--- src/rtl/sdhc_evt_pkg.sv ---
package sdhc_evt_pkg;

  localparam int ENG_EVT_N   = 9;   // events from command/data engines
  localparam int STICKY_N    = 10;  // engine events + card change
  localparam int CMD_SENT_IX = 0;
  localparam int CARD_CHG_IX = 9;
  localparam int CARD_LVL_IX = 10;
  localparam int SRST_IX     = 10;  // reset bit in the command register
  localparam int ADDR_W      = 3;

  localparam logic [ADDR_W-1:0] ADR_STAT = 3'd0;
  localparam logic [ADDR_W-1:0] ADR_CLR  = 3'd1;
  localparam logic [ADDR_W-1:0] ADR_MASK = 3'd2;
  localparam logic [ADDR_W-1:0] ADR_CMD  = 3'd3;
  localparam logic [ADDR_W-1:0] ADR_DTO  = 3'd4;
  localparam logic [ADDR_W-1:0] ADR_DCTL = 3'd5;

  // strobes from control to datapath
  typedef struct packed {
    logic clrStb;
    logic maskStb;
    logic dtoStb;
    logic armStb;
    logic wipe;
  } ctlStb_t;

endpackage

--- src/rtl/sdhc_evt_ctrl.sv ---
module sdhc_evt_ctrl
  import sdhc_evt_pkg::*;
#(
  parameter int RST_CYCLES = 4
) (
  input  logic              clk,
  input  logic              rstN,
  input  logic              regWr,
  input  logic [ADDR_W-1:0] regAddr,
  input  logic              srstBit,
  output ctlStb_t           stb,
  output logic              rstBusy
);

  localparam int CNT_W = $clog2(RST_CYCLES + 1);
  localparam logic [CNT_W-1:0] CNT_LOAD = CNT_W'(RST_CYCLES);

  logic [CNT_W-1:0] rstCnt;

  always_ff @(posedge clk or negedge rstN) begin
    if (!rstN) begin
      rstCnt <= '0;
    end else if (rstCnt != '0) begin
      rstCnt <= rstCnt - 1'b1;
    end else if (regWr && (regAddr == ADR_CMD) && srstBit) begin
      rstCnt <= CNT_LOAD;
    end
  end

  assign rstBusy = (rstCnt != '0);

  always_comb begin
    stb         = '0;
    stb.wipe    = rstBusy;
    stb.clrStb  = regWr && !rstBusy && (regAddr == ADR_CLR);
    stb.maskStb = regWr && !rstBusy && (regAddr == ADR_MASK);
    stb.dtoStb  = regWr && !rstBusy && (regAddr == ADR_DTO);
    stb.armStb  = regWr && !rstBusy && (regAddr == ADR_DCTL);
  end

endmodule

--- src/rtl/sdhc_evt_dp.sv ---
module sdhc_evt_dp
  import sdhc_evt_pkg::*;
#(
  parameter int DATA_W = 32,
  parameter int DTO_W  = 32
) (
  input  logic                 clk,
  input  logic                 rstN,
  input  ctlStb_t              stb,
  input  logic [DATA_W-1:0]    wrData,
  input  logic [ADDR_W-1:0]    rdAddr,
  input  logic [ENG_EVT_N-1:0] engEvt,
  input  logic                 cardDetN,
  output logic [DATA_W-1:0]    rdData,
  output logic                 irq,
  output logic                 xferStart,
  output logic [STICKY_N-1:0]  stickyQ,
  output logic [STICKY_N-1:0]  maskQ
);

  localparam int SYNC_N = 3;

  logic [SYNC_N-1:0]   cardSync;
  logic                cardLvl;
  logic                cardChg;
  logic [STICKY_N-1:0] evtVec;
  logic [DTO_W-1:0]    dtoQ;
  logic                armedQ;

  // two sync flops plus one history flop for edge detection
  always_ff @(posedge clk or negedge rstN) begin
    if (!rstN) cardSync <= '1;
    else       cardSync <= {cardSync[SYNC_N-2:0], cardDetN};
  end

  assign cardLvl = cardSync[1];
  assign cardChg = cardSync[1] ^ cardSync[2];
  assign evtVec  = {cardChg, engEvt} & {STICKY_N{!stb.wipe}};

  for (genvar i = 0; i < STICKY_N; i++) begin : g_sticky
    always_ff @(posedge clk or negedge rstN) begin
      if (!rstN)                        stickyQ[i] <= 1'b0;
      else if (stb.wipe)                stickyQ[i] <= 1'b0;
      else if (evtVec[i])               stickyQ[i] <= 1'b1;
      else if (stb.clrStb && wrData[i]) stickyQ[i] <= 1'b0;
    end
  end

  always_ff @(posedge clk or negedge rstN) begin
    if (!rstN) begin
      maskQ     <= '0;
      dtoQ      <= '0;
      armedQ    <= 1'b0;
      irq       <= 1'b0;
      xferStart <= 1'b0;
    end else if (stb.wipe) begin
      maskQ     <= '0;
      dtoQ      <= '0;
      armedQ    <= 1'b0;
      irq       <= 1'b0;
      xferStart <= 1'b0;
    end else begin
      if (stb.maskStb) maskQ <= wrData[STICKY_N-1:0];
      if (stb.dtoStb)  dtoQ  <= wrData[DTO_W-1:0];
      if (armedQ && evtVec[CMD_SENT_IX]) armedQ <= 1'b0;
      else if (stb.armStb)               armedQ <= wrData[0];
      xferStart <= armedQ && evtVec[CMD_SENT_IX];
      irq       <= |(stickyQ & maskQ);
    end
  end

  always_comb begin
    rdData = '0;
    case (rdAddr)
      ADR_STAT: rdData[CARD_LVL_IX:0] = {cardLvl, stickyQ};
      ADR_MASK: rdData[STICKY_N-1:0]  = maskQ;
      ADR_DTO:  rdData[DTO_W-1:0]     = stb.wipe ? '1 : dtoQ;
      ADR_DCTL: rdData[0]             = armedQ;
      default:  rdData = '0;
    endcase
  end

endmodule

--- src/rtl/sdhc_event_unit.sv ---
module sdhc_event_unit
  import sdhc_evt_pkg::*;
#(
  parameter int DATA_W     = 32,
  parameter int DTO_W      = 32,
  parameter int RST_CYCLES = 4
) (
  input  logic                 clk,
  input  logic                 rstN,
  input  logic                 regWr,
  input  logic [ADDR_W-1:0]    regAddr,
  input  logic [DATA_W-1:0]    regWrData,
  output logic [DATA_W-1:0]    regRdData,
  input  logic [ENG_EVT_N-1:0] engEvt,
  input  logic                 cardDetN,
  output logic                 irq,
  output logic                 xferStart
);

  ctlStb_t             ctlStb;
  logic                rstBusy;
  logic [STICKY_N-1:0] stickyQ;
  logic [STICKY_N-1:0] maskQ;

  sdhc_evt_ctrl #(.RST_CYCLES(RST_CYCLES)) u_ctrl (
    .clk     (clk),
    .rstN    (rstN),
    .regWr   (regWr),
    .regAddr (regAddr),
    .srstBit (regWrData[SRST_IX]),
    .stb     (ctlStb),
    .rstBusy (rstBusy)
  );

  sdhc_evt_dp #(.DATA_W(DATA_W), .DTO_W(DTO_W)) u_dp (
    .clk       (clk),
    .rstN      (rstN),
    .stb       (ctlStb),
    .wrData    (regWrData),
    .rdAddr    (regAddr),
    .engEvt    (engEvt),
    .cardDetN  (cardDetN),
    .rdData    (regRdData),
    .irq       (irq),
    .xferStart (xferStart),
    .stickyQ   (stickyQ),
    .maskQ     (maskQ)
  );

endmodule

--- config.mk ---
export PLATFORM = sky130hd
export DESIGN_NAME = sdhc_event_unit
export DESIGN_NICKNAME = d
export VERILOG_FILES = /design/src/rtl/sdhc_evt_pkg.sv /design/src/rtl/sdhc_evt_ctrl.sv /design/src/rtl/sdhc_evt_dp.sv /design/src/rtl/sdhc_event_unit.sv
export SDC_FILE = /design/constraint.sdc
export NUM_CORES = 1
export LEC_CHECK = 0
export ABC_CLOCK_PERIOD_IN_PS = 3600
export BUFFER_PORTS_ARGS = -buffer_cell sky130_fd_sc_hd__buf_2
export CORE_ASPECT_RATIO = 0.5
export CORE_MARGIN = 2
export CORE_UTILIZATION = 50
export DETAILED_ROUTE_END_ITERATION = 10
export HOLD_SLACK_MARGIN = 0.12
export PLACE_DENSITY = 0.87
export SLEW_MARGIN = 20
export SYNTH_ARGS = -nofsm -noshare
export SYNTH_HDL_FRONTEND = slang
export SYNTH_SLANG_ARGS = --single-unit
--- constraint.sdc ---
create_clock -name clk -period 3.6 [get_ports clk]
set_input_delay 0.72 -clock clk [delete_from_list [all_inputs] [get_ports clk]]
set_output_delay 0.72 -clock clk [all_outputs]
set_load 0.01 [all_outputs]
==> results.yml, run 1 <==
logic_synthesis:
  yosys.area_share.simple_pct: 16.75
  synth_compound_area_share_pct: 21.86
  synth_top_family_by_area: "compound AO/OA/AOI/OAI gates"
  synth_cell_types: 31
  seq_area_frac_synth_pct: 49.24
  syn_area_per_cell_sq_um: 8.905
  netlist_area_sq_mm: 0.003108
  synth_warnings: 0
  syn_inst: 349
  synthesis.nets: 397
  muxShareOfSynthArea_pct: 3.221
  synth_xor_area_share_pct: 0.2818
  synth_adder_area_share_pct: 0
  synth_seq_cells: 61
die:
  core_sq_mm: 0.006031
  dieHeight_um: 59.75
  die_area_sq_mm: 0.006901
  die_w_um: 115.5
  rows: 20
  io_pins: 82
  initial_core_util_pct: 51.54
critical_path:
  critPathLaunchType: "register"
  path_class: "reg2out"
  end_kind: "output port"
  cp.required_ns: 2.88
  cp_slowest_cell: "or3_2"
  cp_cell_sequence: "or3_2 > buf_4 > o21ai_0 > a21oi_1 > buf_2"
  max_stage_delay_ns: 0.54
  crit_arrival_ns: 2.03
  critPathMaxFanout: 43
clocking:
  cts_tree: "done"
  cts.sinks: 61
  clkTransAtPathRegs_ns: 0.05
  ctsResizeCount: 0
  cts_inserted_buffers: 9
  post_cts_buffers: 0
  htree_levels: 3
  clk_path_buf_depth: 2
  cts_hold_buf: 0
  insertion_delay_ns: 0.32
  cts-root-buf: "clkbuf_16"
layout:
  antennaDiodeCount: 0
  final_core_utilization_pct: 63.42
  drive_above_1_share_pct: 30.84
  layout.area.seq_sq_mm: 0.001530
  area_growth_pct: 23.07
  nNetsFinal: 471
  num-fill-cells: 501
  multi_input_area_sq_mm: 0.001325
timing:
  skew_ns: 0.004306
  layout_min_cycle_time_ns: 2.745
  maxSlewHeadroom_pct: 39.16
  max_freq_mhz: 364.2
  finalSetupViolCount: 0
  finalCritPeriodShare_pct: 76.26
  worst-slew-pin-transition_ns: 0.9003
  finalMaxSlewViolations: 0
  tns_ns: 0
  hold_viol: 0
  rsz0062_at_grt: "no"
routing:
  viasPerCell: 5.281
  ant_nets: 0
  dr.pass1.iters: 4
  remaining_drc_errors: 0
  vias: 2725
  drtIter0Drc: 183
  totalWireLength_um: 7629
  avgRoutedWirePerCell_um: 14.78
place:
  io_buffers: 81
  gp_congestion: 0.7963
  dpl.hpwl_um: 4998
global_routing:
  grt_max_degree: 44
  grt_pass1_vias: 2636
  grt_usage_pct: 23.90
  antenna_found_initial: 0
  grt_pass1_wl_um: 12380
  grt_overflow: 0
power_and_ir_drop:
  powerDensity_mw_per_mm2: 636.9
  leakagePower_nw: 1.858
  ir_worst_vdd_uv: 239.0
status:
  status: "finished clean"
job:
  drv_cap: 0
hold_path:
  hold_class: "in2async"
[layout make-up]
cell class                 count  area share [%]
clock buffer                  11           6.346
clock inverter                 5           1.308
inverter                      19           1.865
multi-input combinational    239           34.64
sequential                    61           40.01
tap                           88           2.879
timing repair buffer          93           12.95
[critical path: cells and delay by family (launching register included)]
| kind | cells | cell delay, ns |
|---|---|---|
| simple gates | 1 | 0.54 |
| buf+inv | 2 | 0.45 |
| flops | 1 | 0.42 |
| compound gates | 2 | 0.29 |
[kinds of logic (layout without fill, tap and decap cells)]
group | count (synthesis) | count (layout)
xor+xnor | 1 | 1
simple gates | 115 | 115
buf+inv | 49 | 128
mux | 10 | 10
compound gates | 113 | 113
flops | 61 | 61
[state kept, by name, indices dropped and copies added, names as in the netlist]
signal          flops
u_dp.irq            1
u_dp.cardSync       3
u_dp.xferStart      1
u_dp.maskQ         10
u_dp.dtoQ          32
u_dp.stickyQ       10
u_dp.armedQ         1
u_ctrl.rstCnt       3
[per-layer routing]
layer	part of all wire, %	routed length [um]	global-route usage, %	up-vias
met5	0	0	0	-
met4	1.2	89	8.950	0
met3	7.7	588	8.621	6
met2	49	3715	38.68	94
met1	42	3236	29.93	1308
li1	-	-	-	1317
[worst paths after layout]
check | from | end | slack (ns) | cells after the start
min in group clk | u_dp.cardSync[0]$_DFF_PN1_ | u_dp.cardSync[1]$_DFF_PN1_ | 0.36 | 0
max in group asynchronous | rstN | u_dp.cardSync[2]$_DFF_PN1_ | 2.54 | 2
min | rstN | u_dp.dtoQ[17]$_DFFE_PN0P_ | 0.35 | 1
max | u_ctrl.rstCnt[0]$_DFFE_PN0P_ | regRdData[9] | 0.85 | 5
max reg2reg | u_ctrl.rstCnt[0]$_DFFE_PN0P_ | u_dp.armedQ$_DFFE_PN0P_ | 2.00 | 3
min reg2reg | u_dp.cardSync[0]$_DFF_PN1_ | u_dp.cardSync[1]$_DFF_PN1_ | 0.36 | 0
[stage by stage]
step | instance area (sq um) | hold WS [ns] | setup slack [ns] | cells | total power (W)
detailed placement | 3532 | 0.3506 | 1.016 | 500 | 0.001587
CTS | 3825 | 0.3573 | 0.8466 | 516 | 0.002446
finish | 3825 | 0.3518 | 0.8546 | 516 | 0.002436
global placement | 3532 | 0.3471 | 1.035 | 500 | 0.001566
global route | 3825 | 0.3645 | 0.7602 | 516 | 0.002572
floorplan | 3108 | 0.3452 | 1.194 | 349 | 0.001425
[cell usage in the layout, fill, tap and decap left out, types with 10 or more instances in the layout]
master / Yosys / final
a21oi_1: 52 / 52
buf_2: 13 / 81
buf_4: 2 / 12
dfrtp_1: 58 / 58
inv_1: 19 / 19
mux2i_1: 10 / 10
nand2_1: 88 / 88
o21a_1: 21 / 21
o21ai_0: 20 / 20
[cells in the mapped netlist, drive strengths merged]
cell type | count | area share [%]
dfstp | 3 | 2.5
nor2b | 3 | 0.60
a21oi | 61 | 11
inv | 19 | 2.3
nor4bb | 3 | 0.97
a31oi | 2 | 0.40
mux2i | 10 | 3.2
nand2 | 88 | 11
or3 | 1 | 0.20
o21a | 21 | 5.1
a22oi | 1 | 0.24
dfrtp | 58 | 47
o21ai | 22 | 3.5
clkbuf | 7 | 0.89
nand3 | 1 | 0.16
nand4 | 2 | 0.40
nor2 | 4 | 0.48
or2 | 9 | 1.8
xnor2 | 1 | 0.28
a22o | 2 | 0.56
nand4bb | 3 | 1.1
a221oi | 2 | 0.56
buf | 23 | 5.5
nor3b | 1 | 0.40
a2111oi | 1 | 0.28
o311ai | 1 | 0.28
[where the power goes]
part           leakage (nW)  total [W]  switching, W  internal, W
Sequential            0.797   0.000976      0.000121     0.000855
Combinational         0.912   0.000618      0.000375     0.000243
Clock                 0.149   0.000843      0.000294     0.000549
(Power assumes the default switching activity.)
==> run 2: changes to the inputs <==
--- a/config.mk
+++ b/config.mk
@@ -5,7 +5,8 @@
 export SDC_FILE = /design/constraint.sdc
 export NUM_CORES = 1
 export LEC_CHECK = 0
-export ABC_CLOCK_PERIOD_IN_PS = 3600
+export ABC_AREA = 1
+export ABC_CLOCK_PERIOD_IN_PS = 2600
 export BUFFER_PORTS_ARGS = -buffer_cell sky130_fd_sc_hd__buf_2
 export CORE_ASPECT_RATIO = 0.5
 export CORE_MARGIN = 2
==> constraint.sdc (replaced) <==
create_clock -name clk -period 2.6 [get_ports clk]
set_input_delay 0.52 -clock clk [delete_from_list [all_inputs] [get_ports clk]]
set_output_delay 0.52 -clock clk [all_outputs]
set_load 0.01 [all_outputs]
==> run 2 against run 1 <==
Compared with the run above:
- area after synthesis down 0.72%
- non-clock buffer count shrank 6
- sequential share of layout area is 0.57 points higher
- highest routed layer unchanged
- first-iteration DRC count increased by 23%
- critical endpoint is now regRdData[4]
- sequential power grew 35%
- largest cell class unchanged
- clock power is 32% higher
==> results.yml, run 2 <==
die:
  die_w_um: 115.1
  die_area_sq_mm: 0.006853
  io_pins: 82
  core_sq_mm: 0.006006
  dieHeight_um: 59.55
  initial_core_util_pct: 51.37
  rows: 20
routing:
  ant_nets: 0
  totalWireLength_um: 7444
  avgRoutedWirePerCell_um: 14.05
  remaining_drc_errors: 0
  viasPerCell: 5.336
  vias: 2828
  dr.pass1.iters: 5
  drtIter0Drc: 226
logic_synthesis:
  synthTopCellsByCount: "inv_1, nand3_1, dfrtp_1"
  syn_inst: 373
  syn_area_per_cell_sq_um: 8.272
  yosysTopAreaCell: "dfrtp_1"
  seq_area_frac_synth_pct: 49.59
  async_flop_share_pct: 100.0
  synth_seq_cells: 61
  synth_cell_types: 28
  netlist_area_sq_mm: 0.003085
  synthesis.nets: 421
  ys_top_cells_by_area: "dfrtp_1, nand3_1, inv_1"
  synth_edf_count: 0
  yosys.area.top_type_share_pct: 47.04
  synth_warnings: 0
  yosysMostFrequentCell: "inv_1"
  ys.flop_type: "dfrtp_1"
hold_path:
  hold_class: "in2reg"
place:
  dpl.hpwl_um: 4919
  io_buffers: 81
  dp_slack_ns: 0.4793
  gp_congestion: 0.8334
timing:
  rsz0062_at_grt: "no"
  worst-slew-pin-transition_ns: 0.7516
  finalMaxSlewViolations: 0
  fin_ws_ns: 0.2737
  finalSetupViolCount: 0
  max_freq_mhz: 429.9
  finalCritPeriodShare_pct: 89.47
  skew_ns: 0.004889
  layout_min_cycle_time_ns: 2.326
  tns_ns: 0
  maxSlewHeadroom_pct: 49.89
  hold_viol: 0
  holdWs_ns: 0.3049
clocking:
  insertion_delay_ns: 0.32
  cts.sinks: 61
  post_cts_buffers: 0
  ctsResizeCount: 0
  clk_path_buf_depth: 2
  cts-root-buf: "clkbuf_16"
  cts_hold_buf: 0
  htree_levels: 3
  cts_tree: "done"
  cts_inserted_buffers: 9
  clkTransAtPathRegs_ns: 0.05
power_and_ir_drop:
  ir_worst_vdd_uv: 390.2
  leakagePower_nw: 2.211
  powerDensity_mw_per_mm2: 917.8
critical_path:
  setup.worst_path.end: "regRdData[4]"
  ff2ff_path_depth: 6
  r2r_slack_ns: 0.48
  critPathLaunchType: "register"
  cp.required_ns: 2.08
  end_kind: "output port"
  worst_r2r_endpoint: "u_dp.maskQ[0]$_DFFE_PN0P_"
  critPathMaxFanout: 43
  path_class: "reg2out"
  r2r_start: "u_ctrl.rstCnt[0]$_DFFE_PN0P_"
  crit_path_start: "u_ctrl.rstCnt[0]$_DFFE_PN0P_"
  crit_arrival_ns: 1.81
layout:
  nNetsFinal: 497
  largest_reg_flops: 32
  multi_input_area_sq_mm: 0.001161
  num-fill-cells: 547
  layout.area.seq_sq_mm: 0.001530
  area_growth_pct: 22.22
  layout_commonest_cell: "buf_2"
  regMostFlops: "u_dp.dtoQ"
  reg.largest.list: "u_dp.dtoQ x32, u_dp.maskQ x10, u_dp.stickyQ x10"
  mostFrequentLayoutCells: "buf_2, inv_1, nand3_1"
  antennaDiodeCount: 0
  drive_above_1_share_pct: 25.39
global_routing:
  grt_overflow: 0
  antenna_found_initial: 0
  grt_max_degree: 62
  grt_pass1_wl_um: 12370
  grt_usage_pct: 23.45
  grt_pass1_vias: 2592
job:
  drv_cap: 0
status:
  status: "finished clean"
==> run 2: cell types whose count changed after synthesis, sizes merged, moves of 9 or more <==
cell,before,now
a21oi,61,1
inv,19,64
mux2i,10,0
nand2,88,61
nand3,1,61
nor2,4,20
o21a,21,0
o21ai,22,47
o21bai,0,9
o221ai,0,9
o22ai,0,10
or2,9,0
==> run 2: per-layer routing <==
metal / up-vias / track usage, % / wire length (um)
met5: - / 0 / 0
met4: 0 / 8.950 / 193
met3: 25 / 4.499 / 418
met2: 110 / 38.40 / 3553
met1: 1325 / 31.59 / 3278
li1: 1368 / - / -
==> run 2: logic make-up (layout without fill, tap and decap cells) <==
kind of cell / Yosys count / after routing / synth area share [%]
AND/OR/NAND/NOR: 147 / 147 / 22.30
flip-flops: 61 / 61 / 49.59
buffers and inverters: 87 / 167 / 12.98
AO/OA/AOI/OAI: 77 / 77 / 14.84
XOR/XNOR: 1 / 1 / 0.2839
==> run 2: how the worst min path moves through the flow <==
stage | from | to | cells past startpoint
2_1_floorplan | rstN | u_ctrl.rstCnt[0]$_DFFE_PN0P_ | 0
3_3_place_gp | u_dp.cardSync[0]$_DFF_PN1_ | u_dp.cardSync[1]$_DFF_PN1_ | 0
3_5_place_dp | u_dp.cardSync[0]$_DFF_PN1_ | u_dp.cardSync[1]$_DFF_PN1_ | 0
4_1_cts | cardDetN | u_dp.cardSync[0]$_DFF_PN1_ | 1
5_1_grt | cardDetN | u_dp.cardSync[0]$_DFF_PN1_ | 1
6_report | cardDetN | u_dp.cardSync[0]$_DFF_PN1_ | 1
==> run 2: power breakdown <==
part	switching, W	internal, W	leakage [nW]
Combinational	0.000698	0.000337	1.29
Clock	0.000371	0.000734	0.134
Sequential	0.000125	0.00120	0.791
Total	0.00119	0.00227	2.21
==> run 2: cell type report <==
cell class / count / area share [%]
inverter: 65 / 6.503
multi-input combinational: 225 / 30.79
clock buffer: 13 / 6.370
tap: 77 / 2.555
timing repair buffer: 87 / 12.28
clock inverter: 2 / 0.9290
sequential: 61 / 40.58
==> run 2: worst max-delay path: stages (launching register included) <==
cell and delay [ns]:
dfrtp_1 0.42, nor2_4 0.19, nand2_4 0.27, o21ai_0 0.27
o221ai_1 0.15, buf_2 0.17
==> run 2: through the flow <==
| step | util, % | total power [W] | area [sq um] | instances |
|---|---|---|---|---|
| 2_1_floorplan | - | 0.002058 | 3085 | 373 |
| 3_3_place_gp | 58.21 | 0.002307 | 3496 | 515 |
| 3_5_place_dp | 58.21 | 0.002358 | 3496 | 515 |
| 4_1_cts | 62.79 | 0.003479 | 3771 | 530 |
| 5_1_grt | 62.79 | 0.003681 | 3771 | 530 |
| 6_report | 62.79 | 0.003461 | 3771 | 530 |
